--- config.mk ---
export PLATFORM = sky130hd
export DESIGN_NAME = memtest_host
export DESIGN_NICKNAME = d
export VERILOG_FILES = /design/src/rtl/memtest_pkg.sv /design/src/rtl/memtest_issue.sv /design/src/rtl/memtest_tagq.sv /design/src/rtl/memtest_check.sv /design/src/rtl/memtest_host.sv
export SDC_FILE = /design/constraint.sdc
export NUM_CORES = 1
export LEC_CHECK = 0
export ABC_AREA = 1
export BUFFER_PORTS_ARGS = -buffer_cell sky130_fd_sc_hd__buf_4
export CORE_ASPECT_RATIO = 1.5
export CORE_MARGIN = 3
export CORE_UTILIZATION = 23
export CTS_BUF_LIST = sky130_fd_sc_hd__clkbuf_4 sky130_fd_sc_hd__clkbuf_8 sky130_fd_sc_hd__clkbuf_16
export DETAILED_ROUTE_END_ITERATION = 6
export PLACE_DENSITY = 0.42
export SLEW_MARGIN = 40
export SYNTH_ARGS = -nofsm -noshare
export SYNTH_HDL_FRONTEND = slang
export SYNTH_SLANG_ARGS = --single-unit
--- constraint.sdc ---
create_clock -name clk -period 2.05 [get_ports clk]
set_input_delay 0.41 -clock clk [delete_from_list [all_inputs] [get_ports clk]]
set_output_delay 0.41 -clock clk [all_outputs]
set_load 0.05 [all_outputs]
--- src/rtl/memtest_pkg.sv ---
package memtest_pkg;
  typedef enum logic [1:0] {
    PH_IDLE  = 2'd0,
    PH_WRITE = 2'd1,
    PH_READ  = 2'd2
  } phase_e;
endpackage

--- src/rtl/memtest_issue.sv ---
// Request issue engine: walks the write phase, then the read phase,
// holding each request until the slave accepts it.
module memtest_issue
  import memtest_pkg::*;
#(
  parameter int N_WORDS = 8,
  parameter int DEPTH   = 4,
  localparam int IDX_W  = $clog2(N_WORDS + 1),
  localparam int CNT_W  = $clog2(DEPTH + 1)
) (
  input  logic             clk,
  input  logic             rst_n,
  input  logic             start,
  input  logic             done_i,
  input  logic             agt_wait,
  input  logic [CNT_W-1:0] q_count,
  input  logic             q_pop,
  output logic             req_active,
  output logic             req_wr,
  output logic [IDX_W-1:0] req_idx,
  output logic             start_acc,
  output logic             rd_acc
);
  phase_e           phase;
  logic             accept;
  logic [IDX_W-1:0] idx_adv;
  logic             all_issued;
  logic [CNT_W:0]   occ_next;

  always_comb begin
    start_acc  = start && ((phase == PH_IDLE) || done_i);
    accept     = req_active && !agt_wait;
    rd_acc     = accept && !req_wr;
    idx_adv    = accept ? req_idx + IDX_W'(1) : req_idx;
    all_issued = (idx_adv == IDX_W'(N_WORDS));
    occ_next   = {1'b0, q_count} + (CNT_W+1)'(rd_acc) - (CNT_W+1)'(q_pop);
  end

  always_ff @(posedge clk) begin
    if (!rst_n) begin
      phase      <= PH_IDLE;
      req_active <= 1'b0;
      req_wr     <= 1'b0;
      req_idx    <= '0;
    end else if (start_acc) begin
      phase      <= PH_WRITE;
      req_active <= 1'b1;
      req_wr     <= 1'b1;
      req_idx    <= '0;
    end else begin
      case (phase)
        PH_WRITE: begin
          if (accept) begin
            if (all_issued) begin
              phase      <= PH_READ;
              req_wr     <= 1'b0;
              req_idx    <= '0;
              req_active <= 1'b1;
            end else begin
              req_idx <= idx_adv;
            end
          end
        end
        PH_READ: begin
          if (done_i) begin
            phase      <= PH_IDLE;
            req_active <= 1'b0;
          end else if (!req_active || accept) begin
            req_idx    <= idx_adv;
            req_active <= !all_issued && (occ_next < (CNT_W+1)'(DEPTH));
          end
        end
        default: begin
          req_active <= 1'b0;
        end
      endcase
    end
  end
endmodule

--- src/rtl/memtest_tagq.sv ---
// In-order queue of the word indices of reads in flight.
module memtest_tagq #(
  parameter int W      = 4,
  parameter int DEPTH  = 4,
  localparam int PTR_W = (DEPTH > 1) ? $clog2(DEPTH) : 1,
  localparam int CNT_W = $clog2(DEPTH + 1)
) (
  input  logic             clk,
  input  logic             rst_n,
  input  logic             push,
  input  logic [W-1:0]     din,
  input  logic             pop,
  output logic [W-1:0]     head,
  output logic [CNT_W-1:0] count,
  output logic             empty
);
  logic [W-1:0]     store [DEPTH];
  logic [PTR_W-1:0] wp, rp;
  logic             push_ok, pop_ok;

  always_comb begin
    empty   = (count == '0);
    push_ok = push && (count != CNT_W'(DEPTH));
    pop_ok  = pop && !empty;
    head    = store[rp];
  end

  always_ff @(posedge clk) begin
    if (push_ok) store[wp] <= din;
  end

  always_ff @(posedge clk) begin
    if (!rst_n) begin
      wp    <= '0;
      rp    <= '0;
      count <= '0;
    end else begin
      if (push_ok) wp <= (wp == PTR_W'(DEPTH-1)) ? '0 : wp + PTR_W'(1);
      if (pop_ok)  rp <= (rp == PTR_W'(DEPTH-1)) ? '0 : rp + PTR_W'(1);
      count <= count + CNT_W'(push_ok) - CNT_W'(pop_ok);
    end
  end
endmodule

--- src/rtl/memtest_check.sv ---
// Compares each response with the pattern of its address and keeps status.
module memtest_check #(
  parameter int ADDR_W  = 25,
  parameter int DATA_W  = 16,
  parameter int N_WORDS = 8,
  localparam int IDX_W  = $clog2(N_WORDS + 1)
) (
  input  logic              clk,
  input  logic              rst_n,
  input  logic              clear,
  input  logic              pop,
  input  logic [IDX_W-1:0]  head_idx,
  input  logic [DATA_W-1:0] rdata,
  output logic              done,
  output logic              fail,
  output logic [ADDR_W-1:0] fail_addr
);
  logic [IDX_W-1:0]  ret_cnt;
  logic [DATA_W-1:0] expect_w;
  logic              mismatch;

  always_comb begin
    expect_w = DATA_W'(head_idx);
    mismatch = pop && (rdata != expect_w);
  end

  always_ff @(posedge clk) begin
    if (!rst_n || clear) begin
      ret_cnt   <= '0;
      done      <= 1'b0;
      fail      <= 1'b0;
      fail_addr <= '0;
    end else begin
      if (pop) begin
        ret_cnt <= ret_cnt + IDX_W'(1);
        if (ret_cnt == IDX_W'(N_WORDS-1)) done <= 1'b1;
      end
      if (mismatch && !fail) begin
        fail      <= 1'b1;
        fail_addr <= ADDR_W'(head_idx);
      end
    end
  end
endmodule

--- src/rtl/memtest_host.sv ---
module memtest_host #(
  parameter int ADDR_W  = 25,
  parameter int DATA_W  = 16,
  parameter int N_WORDS = 8,
  parameter int DEPTH   = 4,
  localparam int BE_W   = DATA_W / 8,
  localparam int IDX_W  = $clog2(N_WORDS + 1),
  localparam int CNT_W  = $clog2(DEPTH + 1)
) (
  input  logic              clk,
  input  logic              rst_n,
  input  logic              start,
  output logic [ADDR_W-1:0] agt_addr,
  output logic [DATA_W-1:0] agt_wdata,
  output logic              agt_rd_n,
  output logic              agt_wr_n,
  output logic              agt_cs,
  output logic [BE_W-1:0]   agt_be_n,
  input  logic              agt_wait,
  input  logic [DATA_W-1:0] agt_rdata,
  input  logic              agt_rdvalid,
  output logic              done,
  output logic              pass,
  output logic              fail,
  output logic [ADDR_W-1:0] fail_addr
);
  logic             req_active, req_wr, start_acc, rd_acc;
  logic [IDX_W-1:0] req_idx, head_idx;
  logic [CNT_W-1:0] q_count;
  logic             q_empty, q_pop;

  assign q_pop = agt_rdvalid && !q_empty;

  memtest_issue #(.N_WORDS(N_WORDS), .DEPTH(DEPTH)) u_issue (
    .clk(clk), .rst_n(rst_n), .start(start), .done_i(done),
    .agt_wait(agt_wait), .q_count(q_count), .q_pop(q_pop),
    .req_active(req_active), .req_wr(req_wr), .req_idx(req_idx),
    .start_acc(start_acc), .rd_acc(rd_acc)
  );

  memtest_tagq #(.W(IDX_W), .DEPTH(DEPTH)) u_tagq (
    .clk(clk), .rst_n(rst_n), .push(rd_acc), .din(req_idx),
    .pop(q_pop), .head(head_idx), .count(q_count), .empty(q_empty)
  );

  memtest_check #(.ADDR_W(ADDR_W), .DATA_W(DATA_W), .N_WORDS(N_WORDS)) u_check (
    .clk(clk), .rst_n(rst_n), .clear(start_acc), .pop(q_pop),
    .head_idx(head_idx), .rdata(agt_rdata),
    .done(done), .fail(fail), .fail_addr(fail_addr)
  );

  always_comb begin
    agt_addr  = ADDR_W'(req_idx);
    agt_wdata = req_wr ? DATA_W'(req_idx) : '0;
    agt_wr_n  = !(req_active && req_wr);
    agt_rd_n  = !(req_active && !req_wr);
    agt_cs    = req_active;
    agt_be_n  = '0;
    pass      = done && !fail;
  end
endmodule

==> results.md <==
Placement:
- Before CTS, the worst setup slack after placement is 157.9 ps.
- Routability-driven placement finished with a final weighted congestion of 0.7839.
- The HPWL after detailed placement is 4809 um.
- The number of buffers added on ports is 38.
- Once placement finished, the instance area stood at 3073 sq um.

Timing:
- The post-route fraction of the period consumed by the critical path is 0.9177.
- The count of final max-slew check failures is 0.
- The hold violation total from the final report is 0.
- The final setup skew is around 5.4 ps.
- For the finished layout, the period the worst path requires is 1881 ps.
- The timing-limited maximum frequency is 531.6 MHz.
- The setup slack of the critical path after layout is 168.8 ps.
- The accumulated negative setup slack is 0 ps.
- Setup repair after global routing left no endpoint under its margin.
- Setup violations remaining at the end of the flow were counted as 0.

Logic synthesis:
- Counting flops with an async set or reset pin after synthesis yields a share of 0.
- By count the netlist is led by 68 x nand2_1, 56 x buf_4, 42 x inv_1, 33 x nor2_1, 27 x dfxtp_1.
- The average instance area after synthesis is about 8 sq um.
- The number of storage elements in the synthesis netlist is 43.
- Summing every instance area after synthesis gives about 2800 sq um.
- Of the post-synthesis cell area, the dominant cell type holds 0.1956.
- For this run, the register share of the synthesized area comes to 0.3694.
- Counting flops with a built-in enable in the synthesized netlist gives 16.
- The most used flip-flop cell after synthesis is dfxtp_1.
- The count of yosys warnings during synthesis is 0.
- Counting every instance in the synthesized netlist gives between 300 and 400.
- In the post-synthesis netlist, the cell with the most instances is nand2_1.
- The biggest area contributor in the post-synthesis netlist is dfxtp_1.
- The netlist uses 36 different library cells.
- Yosys attributes the largest share of cell area to dfxtp_1 20%, edfxtp_1 17%, buf_4 15%.

GRT:
- Entering global routing, the biggest net connects 14 pins.
- The via count of the first global-routing pass is 1977.
- The overall overflow remaining after global route is 0.
- The total routing usage reported by global routing is 0.08851.
- The initial antenna violation count is 0.
- The wire length of the first global-routing pass is 9259 um.

CTS:
- The clock net sink count is 43.
- In this run, post-CTS hold repair placed 0 buffers.
- The H-tree was split into 2 levels.
- The number of setup buffers added after CTS is 0.
- In this run, CTS created clock tree buffers numbering 5.
- The tree is rooted in a clkbuf_16.
- The insertion delay to the later sink of the worst-skew pair is around 280 ps.
- The clock transition at the register clock pins on the worst setup and hold paths after CTS is 60 ps.
- The clock tree buffer depth is 2.
- The number of gates resized after CTS was 0.
- The TritonCTS clock tree is yes.

Outcome:
- The run finished with clean final reports.

Die:
- Measured along the x axis, the die boundary spans 95.51 um.
- 95 I/O pins were placed.
- The die is 140.3 um tall.
- The floorplan has 48 rows.
- The starting utilization of the core area is 0.2372.
- The core region is between 10000 and 15000 sq um.
- The die covers 13400 sq um.

Min path:
- The class of the worst hold path is in -> reg.
- The worst hold path passes through 3 cells.

Setup path:
- The data required time of the worst path is about 2200 ps.
- On the critical path the largest part of the delay comes from adder cells.
- The worst path arrival time is 2050 ps.
- The critical path capture point type is a flip-flop.
- Among all stages on the critical path, the largest delay is contributed by fa_1.
- The category of the critical setup timing path is reg -> reg.
- The number of cells on the worst reg-to-reg path is 9.
- In this design, the stage delay of the slowest critical-path cell is between 300 and 400 ps.
- STA classifies the critical path startpoint as a flip-flop.
- Of all nets on the critical path, the largest fanout is 3.
- The critical path contains buffers and inverters numbering 3 combined.
- In this run the number of cells on the critical path is 9.
- Walking the worst path, the cells encountered are o31ai_4 > inv_2 > ha_1 > inv_1 > ha_1 > inv_1 > fa_1 > o21ai_1 > a21oi_1.

Route:
- The routed wire length per instance is 10.78 um.
- The count of nets left with antenna violations once routing finished came out at 0.
- After detailed routing, the total wire length is between 5000 and 6000 um.
- After detailed routing, the number of remaining DRC violations is 0.
- In the routed layout, each cell is associated on average with a via count of approximately 3.8.
- For this block, the via count after detailed routing is 2065.
- The number of DRC markers in iteration 0 is 71.
- The first TritonRoute pass finished after 4 iterations.

Cells and area:
- In the final design database the tool counted between 400 and 500 nets.
- The share of layout cells above drive strength 1 is 0.2060.
- The finished cells cover between 3000 and 4000 sq um.
- Relative to the synthesized area, the layout overhead comes to 18.15%.
- The number of antenna repair diodes is 0.
- Measured on the finished design, the core utilization comes to 0.2803.

Power:
- The analysis attributes to cell leakage a power of 0.001509 uW.
- Internal power comes to approximately 2100 uW.
- Dividing total power by cell area gives a power density of 1023 nW/um^2.
- The analysis attributes to net switching a power of 1267 uW.
- Summing internal, switching and leakage power gives 3340 uW.
- The share of total power dissipated in sequential elements is 0.334.
- The proportion of power drawn by combinational gates is 0.361.
- The clock power share is 0.304.
- The switching part of the total power is 0.3792.
- The worst IR drop on VDD is 0.5084 mV.

Flow run:
- The number of max-cap violations is 0.
[final timing paths]
path	start	end	slack, ps
max	u_tagq.count[0]$_SDFF_PN0_	u_tagq.count[2]$_SDFF_PN0_	170
min	rst_n	u_tagq.count[0]$_SDFF_PN0_	370
max reg2reg	u_tagq.count[0]$_SDFF_PN0_	u_tagq.count[2]$_SDFF_PN0_	170
min reg2reg	u_check.fail_addr[1]$_SDFFE_PP0P_	u_check.fail_addr[1]$_SDFFE_PP0P_	490
[cell usage in the layout, fill, tap and decap left out, types with 4 or more instances in the layout]
master,n
nand2_1,68
conb_1,56
buf_4,48
inv_1,41
nor2_1,33
dfxtp_1,26
a21oi_1,21
edfxtp_1,16
nand3_1,15
ha_1,14
o21ai_0,12
clkbuf_16,5
nor2_2,4
nand2_2,4
[sequential cells by signal (all words and copies together) (netlist names), named ones only]
| signal | flops |
|---|---|
| u_tagq.store | 16 |
| u_check.fail_addr | 4 |
| u_check.ret_cnt | 4 |
| u_issue.req_idx | 4 |
| u_tagq.count | 3 |
| u_issue.phase | 2 |
| u_tagq.rp | 2 |
| u_tagq.wp | 2 |
| u_check.done | 1 |
| u_check.fail | 1 |
| u_issue.req_active | 1 |
| u_issue.req_wr | 1 |
[worst reg2reg max path, cell delays in order (launching register included)]
cell and delay [ps]:
dfxtp_1 360, o31ai_4 280, inv_2 60, ha_1 280, inv_1 60, ha_1 120, inv_1 50, fa_1 370
o21ai_1 140, a21oi_1 50
[per-stage QoR]
step | instances | hold WS, ps
2_1_floorplan | 401 | 449.6
3_3_place_gp | 540 | 466.6
3_5_place_dp | 540 | 475.3
4_1_cts | 548 | 364.3
5_1_grt | 548 | 392.8
6_report | 548 | 365.7
[layer usage]
| layer | up-vias | wire length [um] | track usage |
|---|---|---|---|
| met5 | - | 0 | 0 |
| met4 | 0 | 38 | 0.02249 |
| met3 | 2 | 362 | 0.01773 |
| met2 | 66 | 3278 | 0.1779 |
| met1 | 909 | 2229 | 0.08845 |
| li1 | 1088 | - | - |
[power groups by stage]
stage	Sequential (uW)	Clock (uW)	Combinational, uW
after floorplan	1190	0	969
after global placement	1140	0	1220
after detailed placement	1140	0	1230
after CTS	1120	1050	1230
after global routing	1140	1090	1360
final	1120	1020	1210
[cells by family (layout without fill, tap and decap cells)]
group,count (synthesis),in the layout,synth area share
flip-flops,43,43,0.3694
other,1,56,0.001357
XOR/XNOR,1,1,0.005887
AND/OR/NAND/NOR,139,139,0.2340
buffers and inverters,104,101,0.2254
AO/OA/AOI/OAI,43,43,0.09325
adder cells (fa/ha/maj),15,15,0.07062
[final cells by class]
type	count	area [sq um]
Clock inverter	2	60.06
Inverter	45	176.4
Fill cell	1269	8386
Timing Repair Buffer	48	360.3
Tap cell	150	187.7
Multi-Input combinational cell	254	1326
Clock buffer	6	132.6
Sequential cell	43	1022
(Power assumes the default switching activity.)
